$ cat config.mk
export PLATFORM = sky130hd
export DESIGN_NAME = tone_period_det
export DESIGN_NICKNAME = d
export VERILOG_FILES = /design/src/rtl/tpd_pkg.sv /design/src/rtl/tpd_sync.sv /design/src/rtl/tpd_window.sv /design/src/rtl/tpd_period_meas.sv /design/src/rtl/tpd_follower.sv /design/src/rtl/tone_period_det.sv
export SDC_FILE = /design/constraint.sdc
export NUM_CORES = 1
export LEC_CHECK = 0
export ABC_AREA = 1
export BUFFER_PORTS_ARGS = -buffer_cell sky130_fd_sc_hd__buf_2
export CORE_ASPECT_RATIO = 0.6
export CORE_MARGIN = 1
export CORE_UTILIZATION = 40
export DETAILED_ROUTE_END_ITERATION = 12
export PLACE_DENSITY_LB_ADDON = 0.05
export SLEW_MARGIN = 5
export SYNTH_ARGS = -nofsm -noshare
export SYNTH_HDL_FRONTEND = slang
export SYNTH_SLANG_ARGS = --single-unit
$ cat constraint.sdc
create_clock -name clk -period 2.75 [get_ports clk]
set_input_delay 0.55 -clock clk [delete_from_list [all_inputs] [get_ports clk]]
set_output_delay 0.55 -clock clk [all_outputs]
set_load 0.02 [all_outputs]
$ cat src/rtl/tpd_pkg.sv
package tpd_pkg;

  // Default measurement geometry
  localparam int TPD_CNT_W       = 9;
  localparam int TPD_SYNC_STAGES = 2;
  localparam int TPD_GOOD_RUN    = 3;

  // Accept windows in reference-clock cycles
  localparam int TPD_W12_LO = 287;
  localparam int TPD_W12_HI = 310;
  localparam int TPD_W16_LO = 215;
  localparam int TPD_W16_HI = 233;

  // Verdict handed from the period meter to the follower
  typedef struct packed {
    logic stb;
    logic good;
  } tpd_verdict_t;

endpackage

$ cat src/rtl/tpd_sync.sv
module tpd_sync #(
  parameter int STAGES  = 2,
  parameter bit RST_VAL = 1'b0
) (
  input  logic clk,
  input  logic rst,
  input  logic d,
  output logic q,
  output logic q_prev
);

  // chain[STAGES-1] is the synchronised value, chain[STAGES] its delayed copy
  logic [STAGES:0] chain;

  always_ff @(posedge clk) begin
    if (rst) chain <= {(STAGES+1){RST_VAL}};
    else     chain <= {chain[STAGES-1:0], d};
  end

  assign q      = chain[STAGES-1];
  assign q_prev = chain[STAGES];

endmodule

$ cat src/rtl/tpd_window.sv
module tpd_window #(
  parameter int CNT_W  = 9,
  parameter int W12_LO = 287,
  parameter int W12_HI = 310,
  parameter int W16_LO = 215,
  parameter int W16_HI = 233
) (
  input  logic             sel12,
  input  logic [CNT_W-1:0] period,
  output logic             in_win
);

  // hit[0]: 16 kHz window, hit[1]: 12 kHz window
  logic [1:0] hit;

  for (genvar m = 0; m < 2; m++) begin : g_win
    localparam logic [CNT_W-1:0] LO_M = CNT_W'(m == 0 ? W16_LO : W12_LO);
    localparam logic [CNT_W-1:0] HI_M = CNT_W'(m == 0 ? W16_HI : W12_HI);
    assign hit[m] = (period >= LO_M) && (period <= HI_M);
  end

  assign in_win = hit[sel12];

endmodule

$ cat src/rtl/tpd_period_meas.sv
module tpd_period_meas
  import tpd_pkg::*;
#(
  parameter int CNT_W = 9
) (
  input  logic             clk,
  input  logic             rst,
  input  logic             rise,
  input  logic             lvl_ok,
  input  logic             restart,
  input  logic             in_win,
  output logic [CNT_W-1:0] cnt,
  output tpd_verdict_t     verdict
);

  localparam logic [CNT_W-1:0] SAT    = '1;
  localparam logic [CNT_W-1:0] SAT_M1 = SAT - 1'b1;
  localparam logic [CNT_W-1:0] ONE    = CNT_W'(1);

  logic [CNT_W-1:0] cnt_q;
  logic             armed_q;
  logic             lvl_low_q;
  tpd_verdict_t     verdict_q;

  always_ff @(posedge clk) begin
    if (rst) begin
      cnt_q     <= '0;
      armed_q   <= 1'b0;
      lvl_low_q <= 1'b0;
      verdict_q <= '0;
    end else begin
      verdict_q <= '0;
      if (rise) begin
        // close the running period and open the next one
        cnt_q     <= ONE;
        lvl_low_q <= !lvl_ok;
        armed_q   <= 1'b1;
        if (armed_q && !restart) begin
          verdict_q.stb  <= 1'b1;
          verdict_q.good <= in_win && !lvl_low_q && lvl_ok;
        end
      end else begin
        lvl_low_q <= lvl_low_q || !lvl_ok;
        if (cnt_q != SAT) begin
          cnt_q <= cnt_q + 1'b1;
          if (cnt_q == SAT_M1) begin
            // timed out: report once, then wait for a fresh edge
            armed_q <= 1'b0;
            if (armed_q && !restart) verdict_q.stb <= 1'b1;
          end
        end
        if (restart) armed_q <= 1'b0;
      end
    end
  end

  assign cnt     = cnt_q;
  assign verdict = verdict_q;


  strobe_single_chk: assert property (@(posedge clk) disable iff (rst)
    verdict_q.stb |=> !verdict_q.stb);


  sat_disarm_chk: assert property (@(posedge clk) disable iff (rst)
    (cnt_q == SAT) |-> !armed_q);


  level_bad_chk: assert property (@(posedge clk) disable iff (rst)
    (rise && lvl_low_q) |=> !verdict_q.good);

endmodule

$ cat src/rtl/tpd_follower.sv
module tpd_follower
  import tpd_pkg::*;
#(
  parameter int GOOD_RUN = 3
) (
  input  logic         clk,
  input  logic         rst,
  input  tpd_verdict_t verdict,
  input  logic         restart,
  output logic         tone_n
);

  localparam int RW = $clog2(GOOD_RUN + 1);
  localparam logic [RW-1:0] RUN_FULL = RW'(GOOD_RUN);

  logic [RW-1:0] run_q;
  logic [RW-1:0] run_nx;
  logic          tone_n_q;

  always_comb begin
    run_nx = run_q;
    if (run_q != RUN_FULL) run_nx = run_q + 1'b1;
  end

  always_ff @(posedge clk) begin
    if (rst) begin
      run_q    <= '0;
      tone_n_q <= 1'b1;
    end else if (restart) begin
      run_q    <= '0;
      tone_n_q <= 1'b1;
    end else if (verdict.stb) begin
      if (verdict.good) begin
        run_q    <= run_nx;
        tone_n_q <= (run_nx != RUN_FULL);
      end else begin
        run_q    <= '0;
        tone_n_q <= 1'b1;
      end
    end
  end

  assign tone_n = tone_n_q;


  bad_release_chk: assert property (@(posedge clk) disable iff (rst)
    (verdict.stb && !verdict.good) |=> tone_n_q);


  lock_cause_chk: assert property (@(posedge clk) disable iff (rst)
    $fell(tone_n_q) |-> $past(verdict.stb && verdict.good));


  sel_release_chk: assert property (@(posedge clk) disable iff (rst)
    restart |=> (tone_n_q && run_q == '0));

endmodule

$ cat src/rtl/tone_period_det.sv
module tone_period_det
  import tpd_pkg::*;
#(
  parameter int CNT_W       = TPD_CNT_W,
  parameter int SYNC_STAGES = TPD_SYNC_STAGES,
  parameter int GOOD_RUN    = TPD_GOOD_RUN,
  parameter int W12_LO      = TPD_W12_LO,
  parameter int W12_HI      = TPD_W12_HI,
  parameter int W16_LO      = TPD_W16_LO,
  parameter int W16_HI      = TPD_W16_HI
) (
  input  logic clk,
  input  logic rst,
  input  logic zc_in,
  input  logic lvl_ok,
  input  logic sys_sel,
  output logic tone_n,
  output logic per_stb,
  output logic per_good
);

  logic             zc_q, zc_prev;
  logic             sel_q, sel_prev;
  logic             rise, sel_chg, in_win;
  logic [CNT_W-1:0] cnt;
  tpd_verdict_t     verdict;

  tpd_sync #(.STAGES(SYNC_STAGES), .RST_VAL(1'b0)) u_zc_sync (
    .clk(clk), .rst(rst), .d(zc_in), .q(zc_q), .q_prev(zc_prev)
  );

  // select resets to 12 kHz
  tpd_sync #(.STAGES(SYNC_STAGES), .RST_VAL(1'b1)) u_sel_sync (
    .clk(clk), .rst(rst), .d(sys_sel), .q(sel_q), .q_prev(sel_prev)
  );

  assign rise    = zc_q && !zc_prev;
  assign sel_chg = sel_q ^ sel_prev;

  tpd_window #(
    .CNT_W(CNT_W), .W12_LO(W12_LO), .W12_HI(W12_HI),
    .W16_LO(W16_LO), .W16_HI(W16_HI)
  ) u_window (
    .sel12(sel_q), .period(cnt), .in_win(in_win)
  );

  tpd_period_meas #(.CNT_W(CNT_W)) u_meas (
    .clk(clk), .rst(rst), .rise(rise), .lvl_ok(lvl_ok),
    .restart(sel_chg), .in_win(in_win), .cnt(cnt), .verdict(verdict)
  );

  tpd_follower #(.GOOD_RUN(GOOD_RUN)) u_follow (
    .clk(clk), .rst(rst), .verdict(verdict), .restart(sel_chg),
    .tone_n(tone_n)
  );

  assign per_stb  = verdict.stb;
  assign per_good = verdict.good;


  reset_idle_chk: assert property (@(posedge clk)
    $past(rst) |-> (tone_n && !per_stb));

endmodule

==> results.json, run 1 <==
{
  "ys_top_cells_by_area": "dfxtp_1, inv_1, nand2_1, nor2_1, a21oi_1",
  "dpl_worst_slack_ps": 912,
  "diodes": 0,
  "initial_core_util": 0.426,
  "rows": 14,
  "post-route-period-util": 0.677,
  "finalHoldViolCount": 0,
  "cp_max_fo": 6,
  "dp_hpwl_mm": 1.59,
  "ctsLongestPathBuffers": 2,
  "finalPower_mw": 0.565,
  "wl_per_cell_microns": 10.9,
  "syn_area_sq_um": 1070,
  "maxCapViolations": 0,
  "crit_family": "adder cells",
  "syn_to_final_growth_pct": 9.66,
  "cp-start-kind": "flip-flop",
  "final_cell_mix": "inv_1, nand2_1, dfxtp_1",
  "r2r-start": "u_meas.cnt[1]",
  "cp_num_buf_inv": 3,
  "drive_gt1_frac": 0.113,
  "synth.avg_cell_area_sq_um": 7.12,
  "ys_seq_area_frac": 0.410,
  "first_global_vias": 788,
  "clock.fmax_ghz": 0.537,
  "fin_ws_ps": 889,
  "fin_cells": 191,
  "setup_viol": 0,
  "skew_ps": 4.13,
  "hp-class": "reg2reg",
  "grt.overflow.total": 0,
  "synth_edf_count": 0,
  "clock_sinks": 22,
  "dieArea_sq_um": 2900,
  "io_buffers": 7,
  "cts_tree": "built",
  "rsz0062_at_grt": "no",
  "path_clk_slew_ps": 80,
  "powerDensity_nw_per_um2": 479,
  "dp_cells": 188,
  "ys_seq_elements": 22,
  "grtUsageTotal": 0.164,
  "clock-root-buffer": "clkbuf_8",
  "cts_hold_buf": 0,
  "grt_pass1_wl_mm": 3.49,
  "tightest_slew_ps": 335,
  "hp-start": "u_sel_sync.chain[0]",
  "ant_nets": 0,
  "crit_arrival_ps": 2050,
  "ys_warn_count": 0,
  "cpMostUsedCell": "inv_1",
  "slew_viol_final": 0,
  "worstSkewPairLatency_ps": 260,
  "core_sq_um": 2520,
  "synth_cell_types": 24,
  "avgViaCountPerCell": 4.74,
  "ir_worst_vdd_mv": 0.283,
  "routabilityCongestion": 0.892,
  "async_flop_share": 0,
  "critical_path_class": "reg2reg",
  "cts_setup_buffers": 0,
  "drt_first_pass_iters": 4,
  "final_util": 0.467,
  "required_ps": 2940,
  "hold_path_depth": 1,
  "reg2reg_to": "u_meas.cnt[7]",
  "first_iter_violations": 47,
  "status": "completed",
  "setup_tns_ps": 0,
  "synth_top_cell_area_share": 0.410,
  "ios": 8,
  "post_cts_resized": 0,
  "critical-path-max-stage-delay_ps": 440,
  "synth_cells": 151,
  "route.detailed.drc": 0,
  "p_leak_nw": 0.496,
  "num_vias": 905,
  "ys.flop_type": "dfxtp_1",
  "slew_headroom": 0.776,
  "synth_top_area_cell": "dfxtp_1",
  "cts_buffers": 3,
  "crit_path_end_kind": "flip-flop",
  "die_w_microns": 68.9,
  "antenna_found_initial": 0,
  "cp_slowest_cell": "dfxtp_1",
  "syn-num-nets": 160,
  "r2r_slack_ps": 890,
  "wl_mm": 2.08,
  "finalNetCount": 170,
  "min_period_ps": 1860,
  "cts_max_level": 1,
  "grt_max_degree": 12,
  "fillers": 259,
  "hold_end": "u_sel_sync.chain[1]",
  "crit_chain": "ha_1 -> inv_1 -> nor3_1 -> ha_1 -> inv_1 -> nand2_2 -> nor2_4 -> inv_1 -> o21ai_1 -> a21oi_1",
  "die_y_microns": 42.2,
  "rr_worst_depth": 10
}
-- kinds of logic (layout without fill, tap and decap cells) --
family / after synthesis / count (layout) / synth area share
XOR/XNOR: 1 / 1 / 0.00815
buffers and inverters: 29 / 37 / 0.106
adder cells (fa/ha/maj): 4 / 4 / 0.0466
AO/OA/AOI/OAI: 26 / 26 / 0.142
AND/OR/NAND/NOR: 69 / 69 / 0.288
flip-flops: 22 / 22 / 0.410
-- layer usage --
metal / routed length, microns / share of wire / track usage / vias to the layer above
met5: 0 / 0 / 0 / -
met4: 8 / 0.0039 / 0.0245 / 0
met3: 106 / 0.051 / 0.0652 / 2
met2: 764 / 0.37 / 0.212 / 23
met1: 1200 / 0.58 / 0.256 / 379
li1: - / - / - / 501
-- state kept, by name (all words and copies together) (netlist names) --
signal and count:
u_meas.cnt 9, u_zc_sync.chain 3, u_meas.lvl_low_q 1, u_follow.run_q 2
u_sel_sync.chain 3, u_meas.armed_q 1, u_follow.tone_n 1, u_meas.verdict 2
-- power breakdown --
group | internal, mW | total [mW] | leakage (nW) | switching [mW]
sequential | 0.328 | 0.336 | 0.179 | 0.00845
combinational | 0.0133 | 0.0348 | 0.295 | 0.0215
clock | 0.0976 | 0.194 | 0.0216 | 0.0965
total | 0.438 | 0.565 | 0.496 | 0.126
-- cell type report --
class,count,area (sq um),area share
clock buffer,3,41.3,0.0350
inverter,27,101,0.0860
multi-input combinational,100,520,0.442
sequential,22,440,0.374
tap,32,40.0,0.0340
timing repair buffer,7,35.0,0.0297
-- cell usage after synthesis (all sizes together) (2+ instances only) --
library cell   n
o21ai          6
nor2          21
a21oi         13
nor3           5
inv           27
buf            2
nand3         11
a211oi         2
or2            2
ha             4
nand4          2
nand2         28
dfxtp         22
-- worst max path at each step --
stage	start	endpoint	slack (ps)	cells after the start
2_1_floorplan	u_meas.cnt[0]	u_meas.cnt[6]	1120	10
3_3_place_gp	u_meas.cnt[0]	u_meas.cnt[6]	900	10
3_5_place_dp	u_meas.cnt[0]	u_meas.cnt[6]	910	10
4_1_cts	u_meas.cnt[0]	u_meas.cnt[6]	900	10
5_1_grt	u_meas.cnt[0]	u_meas.cnt[6]	610	10
6_report	u_meas.cnt[1]	u_meas.cnt[7]	890	10
-- stage by stage --
stage               instance area [sq um]  hold slack (ps)
global route                         1180              422
global placement                     1140              391
detailed placement                   1140              396
floorplan                            1070              388
CTS                                  1180              413
finish                               1180              415
(Power assumes the default switching activity.)
==> run 2, diff against run 1 <==
--- a/config.mk
+++ b/config.mk
@@ -5,7 +5,7 @@
 export SDC_FILE = /design/constraint.sdc
 export NUM_CORES = 1
 export LEC_CHECK = 0
-export ABC_AREA = 1
+export ABC_AREA = 0
 export BUFFER_PORTS_ARGS = -buffer_cell sky130_fd_sc_hd__buf_2
 export CORE_ASPECT_RATIO = 0.6
 export CORE_MARGIN = 1
==> constraint.sdc (replaced) <==
create_clock -name clk -period 1.7 [get_ports clk]
set_input_delay 0.34 -clock clk [delete_from_list [all_inputs] [get_ports clk]]
set_output_delay 0.34 -clock clk [all_outputs]
set_load 0.02 [all_outputs]
==> run 2 against run 1 <==
  * Combinational power up 120%
  * First-iteration DRC count down 19%
  * Largest cell class unchanged
  * Sequential share of layout area is essentially flat
  * Critical path depth shrank 2
==> results.json, run 2 <==
{
  "powerDensity_nw_per_um2": 941,
  "die_y_microns": 41.0,
  "core_sq_um": 2280,
  "dp_hpwl_mm": 1.33,
  "finalHoldViolCount": 0,
  "synth_edf_count": 0,
  "yosysMostFrequentCell": "dfxtp_1",
  "fin_area_sq_um": 1190,
  "diodes": 0,
  "fin_cells": 154,
  "p_leak_nw": 0.438,
  "slew_viol_final": 0,
  "cp_slowest_cell": "dfxtp_2",
  "grt_pass1_wl_mm": 3.15,
  "cpMostUsedCell": "ha_2",
  "wl_mm": 1.86,
  "seq_power_share": 0.482,
  "drive_gt1_frac": 0.274,
  "wl_per_cell_microns": 12.1,
  "skew_ps": 2.68,
  "dp_cells": 150,
  "synth_top_area_cell": "dfxtp_1",
  "ios": 8,
  "antenna_found_initial": 0,
  "first_iter_violations": 38,
  "synth_top_cell_area_share": 0.434,
  "ys_warn_count": 0,
  "ys_top_cells_by_area": "dfxtp_1, ha_1, nor2_1, xnor2_1, nand2_1",
  "finalPower_mw": 1.12,
  "route.detailed.drc": 0,
  "ctsLongestPathBuffers": 2,
  "io_buffers": 7,
  "cp_max_fo": 9,
  "yosys-top-cells-count": "dfxtp_1, nor2_1, nand2_1",
  "grt_max_degree": 14,
  "async_flop_share": 0,
  "ys_seq_area_frac": 0.434,
  "p_int_mw": 0.880,
  "cp-start-kind": "flip-flop",
  "cts_max_level": 1,
  "dieArea_sq_um": 2750,
  "grtUsageTotal": 0.163,
  "switchingPower_mw": 0.237,
  "final_common_cell": "dfxtp_1",
  "avgViaCountPerCell": 4.93,
  "setup_viol": 0,
  "cts_tree": "built",
  "grt.overflow.total": 0,
  "crit_arrival_ps": 1790,
  "num_vias": 759,
  "syn_to_final_growth_pct": 16.9,
  "die_w_microns": 67.0,
  "min_period_ps": 1630,
  "clock-root-buffer": "clkbuf_8",
  "syn_area_sq_um": 1010,
  "clkPwrFrac": 0.449,
  "critical_path_class": "reg2reg",
  "swShare": 0.212,
  "cts_hold_buf": 0,
  "tightest_slew_ps": 308,
  "first_global_vias": 686,
  "cts_buffers": 3,
  "post-route-period-util": 0.960,
  "largest_register_ffs": 9,
  "finalNetCount": 134,
  "rows": 13,
  "synth.avg_cell_area_sq_um": 9.06,
  "critical-path-max-stage-delay_ps": 340,
  "synth_cells": 112,
  "path_clk_slew_ps": 80,
  "status": "completed",
  "multi_input_area_sq_um": 532,
  "seq_area_sq_um": 443,
  "fillers": 216,
  "synth_cell_types": 34,
  "hold_path_depth": 2,
  "worstSkewPairLatency_ps": 270,
  "routabilityCongestion": 0.895,
  "slew_headroom": 0.791,
  "rr_worst_depth": 8,
  "clock.fmax_ghz": 0.613,
  "comb_power_share": 0.070,
  "clock_sinks": 22,
  "drt_first_pass_iters": 4,
  "ir_worst_vdd_mv": 0.412,
  "final_util": 0.521,
  "ant_nets": 0,
  "ys_seq_elements": 22,
  "required_ps": 1860,
  "final_cell_mix": "dfxtp_1, nor2_1, nand2_1",
  "initial_core_util": 0.446,
  "hp-class": "in2reg",
  "ys.flop_type": "dfxtp_1",
  "crit_path_end_kind": "flip-flop",
  "crit_chain": "ha_2 -> inv_2 -> nor3_1 -> ha_2 -> nor2b_1 -> nand3_1 -> xor2_1 -> nor2_1",
  "place_area_sq_um": 1110,
  "maxCapViolations": 0,
  "syn-num-nets": 121
}
-- run 2: cell types whose count changed in the layout (fill, tap and decap cells not counted), sizes merged, moves of 4 or more --
| cell | change |
|---|---|
| nand2b | +4 |
| nand2 | -17 |
| nand3 | -8 |
| buf | +7 |
| a21oi | -7 |
| nor2b | +6 |
| xnor2 | +4 |
| inv | -23 |
| nor2 | -9 |
-- run 2: timing repair --
action / CTS / global route
setup buffers: 0 / 0
endpoints found under the setup margin: 0 / 6
resized for setup: 0 / 1
-- run 2: layout make-up --
cell class / instances / area share
clock buffer: 3 / 0.0348
inverter: 4 / 0.0127
multi-input combinational: 80 / 0.448
tap: 30 / 0.0316
sequential: 22 / 0.373
timing repair buffer: 14 / 0.0738
clock inverter: 1 / 0.0253
-- run 2: power by group through the flow --
stage,Sequential (mW),Combinational (mW),Clock [mW]
2_1_floorplan,0.553,0.0487,0
4_1_cts,0.538,0.0778,0.505
5_1_grt,0.540,0.0878,0.531
3_5_place_dp,0.550,0.0772,0
3_3_place_gp,0.550,0.0780,0
6_report,0.538,0.0776,0.501
-- run 2: path summary, 6_finish.rpt --
path,start,to,slack [ps]
setup reg to reg,u_meas.cnt[0],u_meas.cnt[4],70
setup / recovery,u_meas.cnt[0],u_meas.cnt[4],70
hold reg to reg,u_sel_sync.chain[0],u_sel_sync.chain[1],420
hold / removal,sys_sel,u_sel_sync.chain[0],250
-- run 2: kinds of logic (layout without fill, tap and decap cells) --
| family | Yosys count | after routing | synth area share |
|---|---|---|---|
| AND/OR/NAND/NOR | 50 | 50 | 0.264 |
| flip-flops | 22 | 22 | 0.434 |
| AO/OA/AOI/OAI | 17 | 17 | 0.127 |
| buffers and inverters | 10 | 22 | 0.0469 |
| XOR/XNOR | 8 | 8 | 0.0691 |
| adder cells (fa/ha/maj) | 4 | 4 | 0.0493 |
| multiplexers | 1 | 1 | 0.00986 |
-- run 2: critical path: cells and delay by family (launching register included) --
family	cells	cell delay, ps
adder cells (fa/ha/maj)	2	500
AND/OR/NAND/NOR	4	490
flip-flops	1	340
XOR/XNOR	1	140
buffers and inverters	1	50
-- run 2: layer usage --
layer / GRT usage / part of all wire
met5: 0 / 0
met4: 0.0479 / 0.011
met1: 0.226 / 0.54
met3: 0.0583 / 0.050
met2: 0.238 / 0.40
-- run 2: metrics by stage --
step | worst slack [ps] | hold WS (ps) | setup TNS (ps)
finish | 67.4 | 248 | 0
CTS | 47.5 | 246 | 0
floorplan | 50.2 | 389 | 0
detailed placement | 56.9 | 396 | 0
global placement | 96.2 | 392 | 0
global route | -39.0 | 242 | -107
==> run 3, diff against run 2 <==
--- a/config.mk
+++ b/config.mk
@@ -12,6 +12,7 @@
 export CORE_UTILIZATION = 40
 export DETAILED_ROUTE_END_ITERATION = 12
 export PLACE_DENSITY_LB_ADDON = 0.05
+export REMOVE_ABC_BUFFERS = 1
 export SLEW_MARGIN = 5
 export SYNTH_ARGS = -nofsm -noshare
 export SYNTH_HDL_FRONTEND = slang
==> run 3 against run 2 <==
  * Clock-buffer cell count is the same
  * Clock skew hardly changed
  * Power is 1.2% lower
  * Utilization up 1.8 points
  * Largest power group unchanged
  * Register-to-register slack got worse by 20 ps
  * Die area unchanged
  * Clock power shrank 4%
  * Non-clock buffer count rose by 2
  * Worst setup slack got worse by 22 ps
  * Sequential power about the same
==> results.json, run 3 (synthesis gave the netlist of run 2 again) <==
{
  "cts_max_level": 1,
  "cp-start-kind": "flip-flop",
  "avgViaCountPerCell": 4.98,
  "dp_cells": 152,
  "die_w_microns": 67.0,
  "first_iter_violations": 40,
  "slew_viol_final": 0,
  "cp_slowest_cell": "or4_4",
  "grt.overflow.total": 0,
  "grt_max_degree": 14,
  "post-route-period-util": 0.973,
  "min_period_ps": 1650,
  "wl_per_cell_microns": 12.3,
  "final_cell_mix": "dfxtp_1, nor2_1, nand2_1",
  "ant_nets": 0,
  "maxCapViolations": 0,
  "ios": 8,
  "fin_cells": 156,
  "critical_path_class": "reg2reg",
  "cts_tree": "built",
  "clock.fmax_ghz": 0.604,
  "p_leak_nw": 0.450,
  "skew_ps": 2.72,
  "rows": 13,
  "num_vias": 777,
  "final_util": 0.538,
  "required_ps": 1840,
  "ctsLongestPathBuffers": 2,
  "setup_tns_ps": 0,
  "path_clk_slew_ps": 80,
  "grt_pass1_wl_mm": 3.28,
  "drive_gt1_frac": 0.302,
  "whs_ps": 253,
  "rr_worst_depth": 7,
  "slew_headroom": 0.754,
  "antenna_found_initial": 0,
  "critical-path-max-stage-delay_ps": 550,
  "diodes": 0,
  "dp_hpwl_mm": 1.42,
  "crit_path_end_kind": "flip-flop",
  "syn_to_final_growth_pct": 20.8,
  "core_sq_um": 2280,
  "crit_arrival_ps": 1800,
  "crit_chain": "ha_1 -> inv_2 -> nor3_2 -> ha_2 -> or4_4 -> nand3_2 -> a21oi_1",
  "reg2reg_to": "u_meas.armed_q",
  "setup_viol": 0,
  "hp-class": "in2reg",
  "die_y_microns": 41.0,
  "wl_mm": 1.93,
  "endpoint": "u_meas.armed_q",
  "largest_register_ffs": 9,
  "powerDensity_nw_per_um2": 899,
  "clock_sinks": 22,
  "worstSkewPairLatency_ps": 260,
  "io_buffers": 7,
  "cts_buffers": 3,
  "grtUsageTotal": 0.174,
  "crit_path_start": "u_meas.cnt[0]",
  "initial_core_util": 0.446,
  "finalNetCount": 136,
  "status": "completed",
  "cp_max_fo": 3,
  "r2r_slack_ps": 50,
  "ir_worst_vdd_mv": 0.554,
  "drt_first_pass_iters": 4,
  "final_common_cell": "dfxtp_1",
  "r2r-start": "u_meas.cnt[0]",
  "tightest_slew_ps": 364,
  "finalHoldViolCount": 0,
  "route.detailed.drc": 0,
  "first_global_vias": 730,
  "dieArea_sq_um": 2750,
  "clock-root-buffer": "clkbuf_8",
  "routabilityCongestion": 0.847,
  "rsz0062_at_grt": "yes"
}
[run 3: changes by cell type in the layout (fill, tap and decap cells not counted), sizes merged]
cell  previous run  this run
buf             14        16
[run 3: critical path, delay by kind of cell, from the launching register on]
family / cells / cell delay, ps
AOI/OAI and AO/OA: 1 / 60
adders and majority gates: 2 / 400
buffers and inverters: 1 / 70
DFF: 1 / 330
and+or+nand+nor: 3 / 680
[run 3: how the worst min path moves through the flow]
stage	slack, ps	to	from	cells after the start
3_5_place_dp	400	u_sel_sync.chain[1]	u_sel_sync.chain[0]	1
5_1_grt	250	u_sel_sync.chain[0]	sys_sel	2
2_1_floorplan	390	u_sel_sync.chain[1]	u_sel_sync.chain[0]	1
4_1_cts	250	u_sel_sync.chain[0]	sys_sel	2
6_report	250	u_sel_sync.chain[0]	sys_sel	2
3_3_place_gp	390	u_sel_sync.chain[1]	u_sel_sync.chain[0]	1
[run 3: layer usage]
layer | global-route usage | part of all wire | up-vias
li1 | - | - | 406
met1 | 0.241 | 0.58 | 359
met2 | 0.250 | 0.37 | 10
met3 | 0.0667 | 0.038 | 2
met4 | 0.0479 | 0.0073 | 0
met5 | 0 | 0 | -
[run 3: what timing repair did]
| action | in CTS | in global routing |
|---|---|---|
| hold buffers | 0 | 0 |
| endpoints found under the setup margin | 0 | 6 |
| gates resized for setup | 0 | 8 |
| setup buffers | 0 | 0 |
[run 3: area by class of cell]
| class | count | area (sq um) |
|---|---|---|
| Clock buffer | 3 | 41.3 |
| Tap cell | 30 | 37.5 |
| Timing Repair Buffer | 16 | 103 |
| Fill cell | 214 | 1050 |
| Sequential cell | 22 | 442 |
| Inverter | 4 | 15.0 |
| Multi-Input combinational cell | 80 | 558 |
| Clock inverter | 1 | 30.0 |
[run 3: stage by stage]
stage / power, mW / setup WS [ps] / instance area, sq um
after global routing: 1.15 / -43.4 / 1230
final: 1.10 / 45.2 / 1230
after global placement: 0.628 / 74.1 / 1120
after floorplan: 0.596 / -132 / 982
after CTS: 1.11 / 5.91 / 1190
after detailed placement: 0.628 / 26.0 / 1120
[run 3: power by group]
part	internal (mW)	switching (mW)	total (mW)
sequential	0.530	0.00771	0.538
clock	0.314	0.168	0.483
combinational	0.0359	0.0461	0.0820
